[src/rtl/ant_pkg.sv]
package ant_pkg;

  typedef enum logic {
    SRC_MAIN    = 1'b0,
    SRC_REPLICA = 1'b1
  } ant_src_e;

endpackage

[src/rtl/ant_main_path.sv]
module ant_main_path #(
  parameter int DATA_W = 8,
  parameter int RES_W  = 2 * DATA_W
) (
  input  logic [DATA_W-1:0] op_a,
  input  logic [DATA_W-1:0] op_b,
  input  logic [RES_W-1:0]  inject,
  output logic [RES_W-1:0]  main_res
);

  localparam int PAD_W = RES_W - DATA_W;

  logic [RES_W-1:0] wide_a;
  logic [RES_W-1:0] wide_b;
  logic [RES_W-1:0] product;

  assign wide_a   = {{PAD_W{1'b0}}, op_a};
  assign wide_b   = {{PAD_W{1'b0}}, op_b};
  assign product  = wide_a * wide_b;
  // test hook: an added error word stands in for a timing fault
  assign main_res = product + inject;

endmodule

[src/rtl/ant_replica_path.sv]
module ant_replica_path #(
  parameter int DATA_W = 8,
  parameter int KEEP_W = 4,
  parameter int RES_W  = 2 * DATA_W
) (
  input  logic [DATA_W-1:0] op_a,
  input  logic [DATA_W-1:0] op_b,
  output logic [RES_W-1:0]  rep_res
);

  localparam int DROP_W  = DATA_W - KEEP_W;
  localparam int PROD_W  = 2 * KEEP_W;
  localparam int SHIFT_W = 2 * DROP_W;

  logic [KEEP_W-1:0] hi_a;
  logic [KEEP_W-1:0] hi_b;
  logic [PROD_W-1:0] hi_prod;

  assign hi_a    = op_a[DATA_W-1 -: KEEP_W];
  assign hi_b    = op_b[DATA_W-1 -: KEEP_W];
  assign hi_prod = {{KEEP_W{1'b0}}, hi_a} * {{KEEP_W{1'b0}}, hi_b};

  generate
    if (SHIFT_W > 0) begin : g_align
      assign rep_res = {hi_prod, {SHIFT_W{1'b0}}};
    end else begin : g_noalign
      assign rep_res = hi_prod;
    end
  endgenerate

endmodule

[src/rtl/ant_select.sv]
module ant_select
  import ant_pkg::*;
#(
  parameter int RES_W = 16
) (
  input  logic [RES_W-1:0] main_res,
  input  logic [RES_W-1:0] rep_res,
  input  logic [RES_W-1:0] thr,
  output ant_src_e         src,
  output logic [RES_W-1:0] chosen
);

  localparam int EXT_W = RES_W + 1;

  logic [EXT_W-1:0] fwd;
  logic [EXT_W-1:0] bwd;
  logic [RES_W-1:0] gap;

  assign fwd = {1'b0, main_res} - {1'b0, rep_res};
  assign bwd = {1'b0, rep_res} - {1'b0, main_res};
  assign gap = fwd[RES_W] ? bwd[RES_W-1:0] : fwd[RES_W-1:0];

  always_comb begin
    if (gap < thr) begin
      src    = SRC_MAIN;
      chosen = main_res;
    end else begin
      src    = SRC_REPLICA;
      chosen = rep_res;
    end
  end

endmodule

[src/rtl/ant_sat_counter.sv]
module ant_sat_counter #(
  parameter int CNT_W = 8
) (
  input  logic             clk,
  input  logic             rst_n,
  input  logic             bump,
  output logic [CNT_W-1:0] count
);

  localparam logic [CNT_W-1:0] TOP = {CNT_W{1'b1}};

  always_ff @(posedge clk or negedge rst_n) begin
    if (!rst_n) begin
      count <= '0;
    end else if (bump && (count != TOP)) begin
      count <= count + 1'b1;
    end
  end

endmodule

[src/rtl/ant_selector.sv]
module ant_selector
  import ant_pkg::*;
#(
  parameter int DATA_W = 8,
  parameter int KEEP_W = 4,
  parameter int CNT_W  = 8,
  localparam int RES_W = 2 * DATA_W
) (
  input  logic              clk,
  input  logic              rst_n,
  input  logic              in_valid,
  output logic              in_ready,
  input  logic [DATA_W-1:0] in_a,
  input  logic [DATA_W-1:0] in_b,
  input  logic [RES_W-1:0]  thr,
  input  logic [RES_W-1:0]  inj_err,
  output logic              out_valid,
  input  logic              out_ready,
  output logic [RES_W-1:0]  out_result,
  output logic              out_replica,
  output logic              err_pulse,
  output logic [CNT_W-1:0]  err_count
);

  logic [RES_W-1:0] main_res;
  logic [RES_W-1:0] rep_res;
  logic [RES_W-1:0] chosen;
  ant_src_e         src;
  logic             take;
  logic             take_rep;

  ant_main_path #(.DATA_W(DATA_W), .RES_W(RES_W)) u_main (
    .op_a     (in_a),
    .op_b     (in_b),
    .inject   (inj_err),
    .main_res (main_res)
  );

  ant_replica_path #(.DATA_W(DATA_W), .KEEP_W(KEEP_W), .RES_W(RES_W)) u_rep (
    .op_a    (in_a),
    .op_b    (in_b),
    .rep_res (rep_res)
  );

  ant_select #(.RES_W(RES_W)) u_sel (
    .main_res (main_res),
    .rep_res  (rep_res),
    .thr      (thr),
    .src      (src),
    .chosen   (chosen)
  );

  assign in_ready = !out_valid || out_ready;
  assign take     = in_valid && in_ready;
  assign take_rep = take && (src == SRC_REPLICA);

  ant_sat_counter #(.CNT_W(CNT_W)) u_cnt (
    .clk   (clk),
    .rst_n (rst_n),
    .bump  (take_rep),
    .count (err_count)
  );

  always_ff @(posedge clk or negedge rst_n) begin
    if (!rst_n) begin
      out_valid   <= 1'b0;
      out_result  <= '0;
      out_replica <= 1'b0;
      err_pulse   <= 1'b0;
    end else begin
      err_pulse <= take_rep;
      if (take) begin
        out_valid   <= 1'b1;
        out_result  <= chosen;
        out_replica <= (src == SRC_REPLICA);
      end else if (out_ready) begin
        out_valid <= 1'b0;
      end
    end
  end

endmodule

[config.mk]
export PLATFORM = sky130hd
export DESIGN_NAME = ant_selector
export DESIGN_NICKNAME = d
export VERILOG_FILES = /design/src/rtl/ant_pkg.sv /design/src/rtl/ant_main_path.sv /design/src/rtl/ant_replica_path.sv /design/src/rtl/ant_select.sv /design/src/rtl/ant_sat_counter.sv /design/src/rtl/ant_selector.sv
export SDC_FILE = /design/constraint.sdc
export NUM_CORES = 1
export LEC_CHECK = 0
export BUFFER_PORTS_ARGS = -buffer_cell sky130_fd_sc_hd__clkbuf_2
export CORE_MARGIN = 2
export CORE_UTILIZATION = 40
export CTS_BUF_LIST = sky130_fd_sc_hd__clkbuf_8 sky130_fd_sc_hd__clkbuf_16
export CTS_CLUSTER_SIZE = 14
export DETAILED_ROUTE_END_ITERATION = 7
export PLACE_DENSITY = 0.65
export SYNTH_ARGS = -nofsm -noshare
export SYNTH_HDL_FRONTEND = slang
export SYNTH_SLANG_ARGS = --single-unit
[constraint.sdc]
create_clock -name clk -period 4.7 [get_ports clk]
set_input_delay 1.175 -clock clk [delete_from_list [all_inputs] [get_ports clk]]
set_output_delay 1.175 -clock clk [all_outputs]
set_load 0.005 [all_outputs]
==> results.md, run 1 <==
* Final TNS setup at -79.85 ns
* R2R depth at 5
* CP most frequent cell: fa_1
* FFs w/ async S/R, synth at 1.00
* DP HPWL at ~12 mm
* # diodes at 0
* Worst path slowest cell: fa_1
* CTS tree: built
* CP max FO at 7
* Routability cong. at 0.870
* Hold Path Depth at 2
* Via Count at a little under 5000
* DRT antenna net count at 0
* Flop-to-flop setup slack at roughly 2.7 ns
* Core area at roughly 0.013 mm2
* R2r endpoint: u_cnt.count[5]$_DFFE_PN0P_
* Worst r2r src: out_valid$_DFFE_PN0P_
* CP Data Required Time at just under 5 ns
* Final Cycle Share at 1.67
* Layout cells sized above 1 at 0.387
* I/O pins at 80
* Post-synthesis cell count at slightly above 600
* HP Start: out_result[2]$_DFFE_PN0P_
* Non-filler instance count after layout at ~1000
* Fin. Hold Viols at 0
* Nets at about 1000
* Tot GR Track Use at 0.200
* Cell area after layout at 0.00757 mm2
* Period minus WS final at approximately 7.9 ns
* Number of synthesized flops with an enable pin at 0
* Placed cell count at 984
* Crit path launch type: input port
* Root Driver: clkbuf_16
* Starting Density at 0.413
* Hold buffer count at cts at 0
* CTS Buf Count at 3
* WHS Endpoint: out_result[2]$_DFFE_PN0P_
* Synth warnings at 0
* Via/cell ratio at between 4 and 5
* Violated checks: negative setup slack
* Routed WL at roughly 14 mm
* Max-Slew Margin vs Limit at 0.305
* DRT iter0 DRCs at 123
* DRC violations left at 0
* Worst setup path category: in -> reg
* Layout area overhead at 44.0%
* Top-area cell type share of the netlist area at 0.202
* Fmax at between 100 and 150 MHz
* Hold crit path type: reg -> reg
* Gr ovfl total at 0
* Die area at around 0.014 mm2
* Vias in the first global route at between 5000 and 6000
* Critical path capture point type: flop
* Synth area leader: fa_1
* Die height at between 100 and 150 um
* RSZ-0062 raised after global routing: true
* Reg clk slew, reported paths at around 0.07 ns
* First-pass GRT wire length at ~23 mm
* Initial antenna violation count at 0
* Critical Path Max Stage Delay at between 0.5 and 0.6 ns
* Register area share after synthesis at 0.129
* # setup viols final at 26
* Placed cell area at ~0.0070 mm2
* Worst Tran Pin Value at 1.04 ns
* Syn_area_per_cell at between 8 and 9 um2
* CTS Buffer Depth at 2
* Die Width at approximately 120 um
* Outcome: complete, but fails checks
* Clk_skew at 0.00633 ns
* Worst setup margin at -3.17 ns
* PortBufs at 79
* DRT Pass-1 Iters at 4
* WP data arrival at approximately 8.0 ns
* WL/cell at around 14 um
* Largest net degree at the start of global routing at 32
* MaxCap Viol Count at 0
* Seq cells post-synth at 27
* Synth top area cells: fa_1 20%, ha_1 18%, dfrtp_1 13%
* Cell Rows at 41
* Syn_nets at between 700 and 800
* Worst skew pair latency at between 0.2 and 0.3 ns
* Mapped Area at 0.00525 mm2
* Distinct cells, synth at 60
* Final Max Slew Viols at 0
* CTS sink cnt at 27
* Main synth FF type: dfrtp_1
* H-tree depth at 1
[final cells by class]
type	instances	area, um2
Clock buffer	3	75.1
Clock inverter	1	7.51
Fill cell	1153	5150
Inverter	134	503
Multi-Input combinational cell	441	4400
Sequential cell	27	676
Tap cell	172	215
Timing Repair Buffer	221	1690
[how the worst max path moves through the flow]
| stage | start | to | cells past startpoint |
|---|---|---|---|
| after floorplan | in_a[5] | u_cnt.count[1]$_DFFE_PN0P_ | 29 |
| after global placement | in_a[3] | out_result[15]$_DFFE_PN0P_ | 35 |
| after detailed placement | in_a[4] | out_result[13]$_DFFE_PN0P_ | 30 |
| after CTS | in_a[1] | out_result[15]$_DFFE_PN0P_ | 29 |
| after global routing | in_b[2] | out_result[15]$_DFFE_PN0P_ | 31 |
| final | in_b[2] | out_result[15]$_DFFE_PN0P_ | 31 |
[Yosys cell counts, drive strengths merged (6+ instances only)]
| cell type | n |
|---|---|
| o31ai | 8 |
| nand2b | 7 |
| xnor2 | 20 |
| dfrtp | 27 |
| a21oi | 24 |
| inv | 134 |
| nor2 | 23 |
| ha | 75 |
| a21o | 15 |
| xor2 | 14 |
| clkbuf | 7 |
| nand3 | 15 |
| and3 | 6 |
| a31oi | 8 |
| fa | 53 |
| o21ai | 16 |
| and2 | 35 |
| nand2 | 64 |
[flip-flops by register name, summed over array words and instances (netlist names)]
name / flops
out_result: 16
u_cnt.count: 8
out_valid: 1
err_pulse: 1
out_replica: 1
[cell usage in the layout, fill, tap and decap left out, types with 6 or more instances in the layout]
master and count:
buf_4 132, and2_4 6, inv_1 126, xnor2_1 18, inv_2 8, clkbuf_16 6
and2_1 29, buf_6 7, fa_1 48, nand2b_1 6, nor2_1 21, clkbuf_2 66
o31ai_1 6, a31oi_1 7, nand3_1 12, a21o_1 13, ha_1 64, nand2_1 51
a21oi_1 18, nand2_2 11, xor2_1 10, ha_4 6, dfrtp_1 27
[critical path: cells and delay by family]
kind | cells | cell delay [ns]
compound gates | 11 | 2.58
buf+inv | 9 | 0.93
fa+ha+maj | 7 | 2.84
xor+xnor | 2 | 0.31
simple gates | 2 | 0.19
[cell families (layout without fill, tap and decap cells)]
logic type | after synthesis | after routing | synth area share
xor gates and xnor gates | 34 | 34 | 0.0610
and+or+nand+nor | 174 | 174 | 0.169
DFF | 27 | 27 | 0.129
muxes | 8 | 8 | 0.0160
adders and majority gates | 128 | 128 | 0.381
buffers and inverters | 144 | 359 | 0.110
AOI/OAI and AO/OA | 97 | 97 | 0.135
[layer usage]
| layer | global-route usage | vias up | wire [um] |
|---|---|---|---|
| li1 | - | 2408 | - |
| met1 | 0.243 | 2339 | 5990 |
| met2 | 0.390 | 100 | 7280 |
| met3 | 0.0106 | 12 | 365 |
| met4 | 0.0305 | 0 | 115 |
| met5 | 0 | - | 0 |
[metrics by stage]
step	hold slack, ns	setup slack (ns)	utilization
final	0.481	-3.17	0.595
after global routing	0.512	-3.43	0.595
after CTS	0.483	-3.18	0.579
after detailed placement	0.470	-3.57	0.547
after global placement	0.461	-3.47	0.547
after floorplan	0.473	-3.12	-
[what timing repair did]
action | in CTS | in global routing
endpoints found under the setup margin | 26 | 26
cloned | 1 | 0
setup buffers | 5 | 5
resized for setup | 64 | 44
pin swaps | 33 | 37
Power of run 1 is not shown: default switching activity piles up to over one toggle a cycle in this logic, so the estimate is an artifact.
==> run 2, diff against run 1 <==
CORE_ASPECT_RATIO = 1.5   (was default)
==> run 2 against run 1 <==
Against the previous run: the run still ends with negative setup slack left; sequential share of layout area barely moved; worst hold slack improved by 0.0065 ns; clock-buffer cell count did not move; wire length fell by 2.5%; largest cell class unchanged.
==> results.md, run 2 (synthesized netlist as in run 1, its figures left out) <==
* Outcome: complete, but fails checks
* Violated checks: negative setup slack
* # diodes at 0 (unchanged)
* I/O pins at 80 (unchanged)
* DRC violations left at 0 (unchanged)
* Reg clk slew, reported paths at 0.07 ns (about the same)
* Critical path capture point type: flop
* R2r endpoint: u_cnt.count[5]$_DFFE_PN0P_
* Final Cycle Share at 1.67 (-0.00863)
* Register area at 676 um2 (unchanged)
* MaxCap Viol Count at 0 (unchanged)
* CTS Buffer Depth at 2 (unchanged)
* Reg with most FFs: out_result
* Nets at 1007 (-0.099%)
* CP most frequent cell: fa_1
* Worst path slowest cell: fa_1
* R2R depth at 5 (unchanged)
* Die Width at 97.6 um (-18%)
* Worst setup path category: in -> reg
* DP HPWL at 11.4 mm (-3.1%)
* CTS sink cnt at 27 (unchanged)
* Most frequent cells in the layout: 134 x buf_4, 121 x inv_1, 63 x clkbuf_2
* Routed WL at 13.4 mm (-2.5%)
* Largest net degree at the start of global routing at 32 (unchanged)
* Fillcell total at 1133 (-1.7%)
* Final Max Slew Viols at 0 (unchanged)
* Fin. Hold Viols at 0 (unchanged)
* Die height at 144 um (+22%)
* WHS Endpoint: out_result[5]$_DFFE_PN0P_
* WL/cell at 13.6 um (-1.1%)
* Clk_skew at 0.00404 ns (-0.00229 ns)
* Cell Rows at 51 (+24%)
* Hold crit path type: reg -> reg
* Worst skew pair latency at 0.27 ns (about the same)
* HP Start: out_result[5]$_DFFE_PN0P_
* CP Data Required Time at 4.85 ns (about the same)
* Critical Path Max Stage Delay at 0.54 ns (about the same)
* Initial antenna violation count at 0 (unchanged)
* Commonest non-fill, non-tap cell in the layout: buf_4
* Gr ovfl total at 0 (unchanged)
* H-tree depth at 1 (unchanged)
* DRT antenna net count at 0 (unchanged)
* DRT iter0 DRCs at 70 (-43%)
* RSZ-0062 raised after global routing: true
* Starting Density at 0.408 (-0.00537)
* DRT Pass-1 Iters at 4 (unchanged)
* Flop-to-flop setup slack at 2.58 ns (-0.08 ns)
* Hold buffer count at cts at 0 (unchanged)
* CTS Buf Count at 3 (unchanged)
* Routability cong. at 0.867 (-0.37%)
* WP data arrival at 7.98 ns (-0.04 ns)
* CP max FO at 8 (+1)
* Max-Slew Margin vs Limit at 0.295 (-0.00993)
* Tot GR Track Use at 0.190 (-0.00989)
* Worst Tran Pin Value at 1.05 ns (+0.0149 ns)
* Via/cell ratio at 4.93 (+1.3%)
* Via Count at 4854 (-0.10%)
* Worst r2r src: out_valid$_DFFE_PN0P_
* Layout cells sized above 1 at 0.403 (+0.0162)
* Fmax at 128 MHz (+0.52%)
* Vias in the first global route at 4977 (-4.5%)
* Root Driver: clkbuf_16
* First-pass GRT wire length at 22.2 mm (-5.5%)
* PortBufs at 79 (unchanged)
* Multi-input logic area at 0.00452 mm2 (+2.8%)
* Die area at 0.0141 mm2 (+0.14%)
* Hold Path Depth at 2 (unchanged)
* # setup viols final at 26 (unchanged)
* Max reg flops at 16 (unchanged)
* End-of-flow core utilization at 0.590 (-0.00463)
* CTS tree: built
* Period minus WS final at 7.83 ns (-0.0406 ns)
* Regs by FF count: out_result x16, u_cnt.count x8
* Layout area overhead at 44.8%
* Crit path launch type: input port
* Worst setup margin at -3.13 ns (+0.0406 ns)
* Core area at 0.0129 mm2 (+1.3%)
run 2: critical path: cells and delay by family:
family / cells / cell delay (ns)
buffers and inverters: 7 / 0.77
and+or+nand+nor: 2 / 0.29
AOI/OAI and AO/OA: 11 / 2.79
xor gates and xnor gates: 2 / 0.32
adders and majority gates: 7 / 2.65
run 2: worst max-delay path by stage:
stage | to | slack, ns | depth (start not counted) | start
6_report | out_result[15]$_DFFE_PN0P_ | -3.13 | 29 | in_a[2]
4_1_cts | out_result[15]$_DFFE_PN0P_ | -3.13 | 30 | in_a[2]
5_1_grt | out_result[15]$_DFFE_PN0P_ | -3.38 | 32 | in_b[1]
3_5_place_dp | out_result[15]$_DFFE_PN0P_ | -3.66 | 30 | in_b[4]
3_3_place_gp | out_result[9]$_DFFE_PN0P_ | -3.50 | 31 | in_b[1]
2_1_floorplan | u_cnt.count[1]$_DFFE_PN0P_ | -3.12 | 29 | in_a[5]
run 2: metrics by stage:
| step | instance area (um2) | hold slack (ns) | setup TNS (ns) | setup slack (ns) | cells |
|---|---|---|---|---|---|
| 4_1_cts | 7240 | 0.493 | -77.90 | -3.13 | 976 |
| 3_5_place_dp | 6850 | 0.474 | -90.69 | -3.66 | 962 |
| 5_1_grt | 7610 | 0.515 | -84.86 | -3.38 | 985 |
| 2_1_floorplan | 5440 | 0.473 | -76.08 | -3.12 | 612 |
| 3_3_place_gp | 6850 | 0.465 | -87.19 | -3.50 | 962 |
| 6_report | 7610 | 0.488 | -78.11 | -3.13 | 985 |
run 2: timing repair:
item,in CTS,in global routing
setup endpoints to repair,26,26
resized for setup,58,79
pin swaps,29,51
buffers inserted,10,9
run 2: cell type report:
class | instances | share of cell area
clock buffers | 3 | 0.00987
multi-input cells | 441 | 0.595
inverters | 134 | 0.0661
well taps | 159 | 0.0262
clock inverters | 1 | 0.000987
flip-flops and latches | 27 | 0.0888
repair buffers | 220 | 0.213
run 2: layer usage:
metal	GRT usage	wire length [um]	vias up
li1	-	-	2405
met5	0	0	-
met4	0.0687	386	0
met2	0.386	7530	116
met3	0.00773	384	32
met1	0.206	5110	2301
Power of run 2 is left out for the same reason.
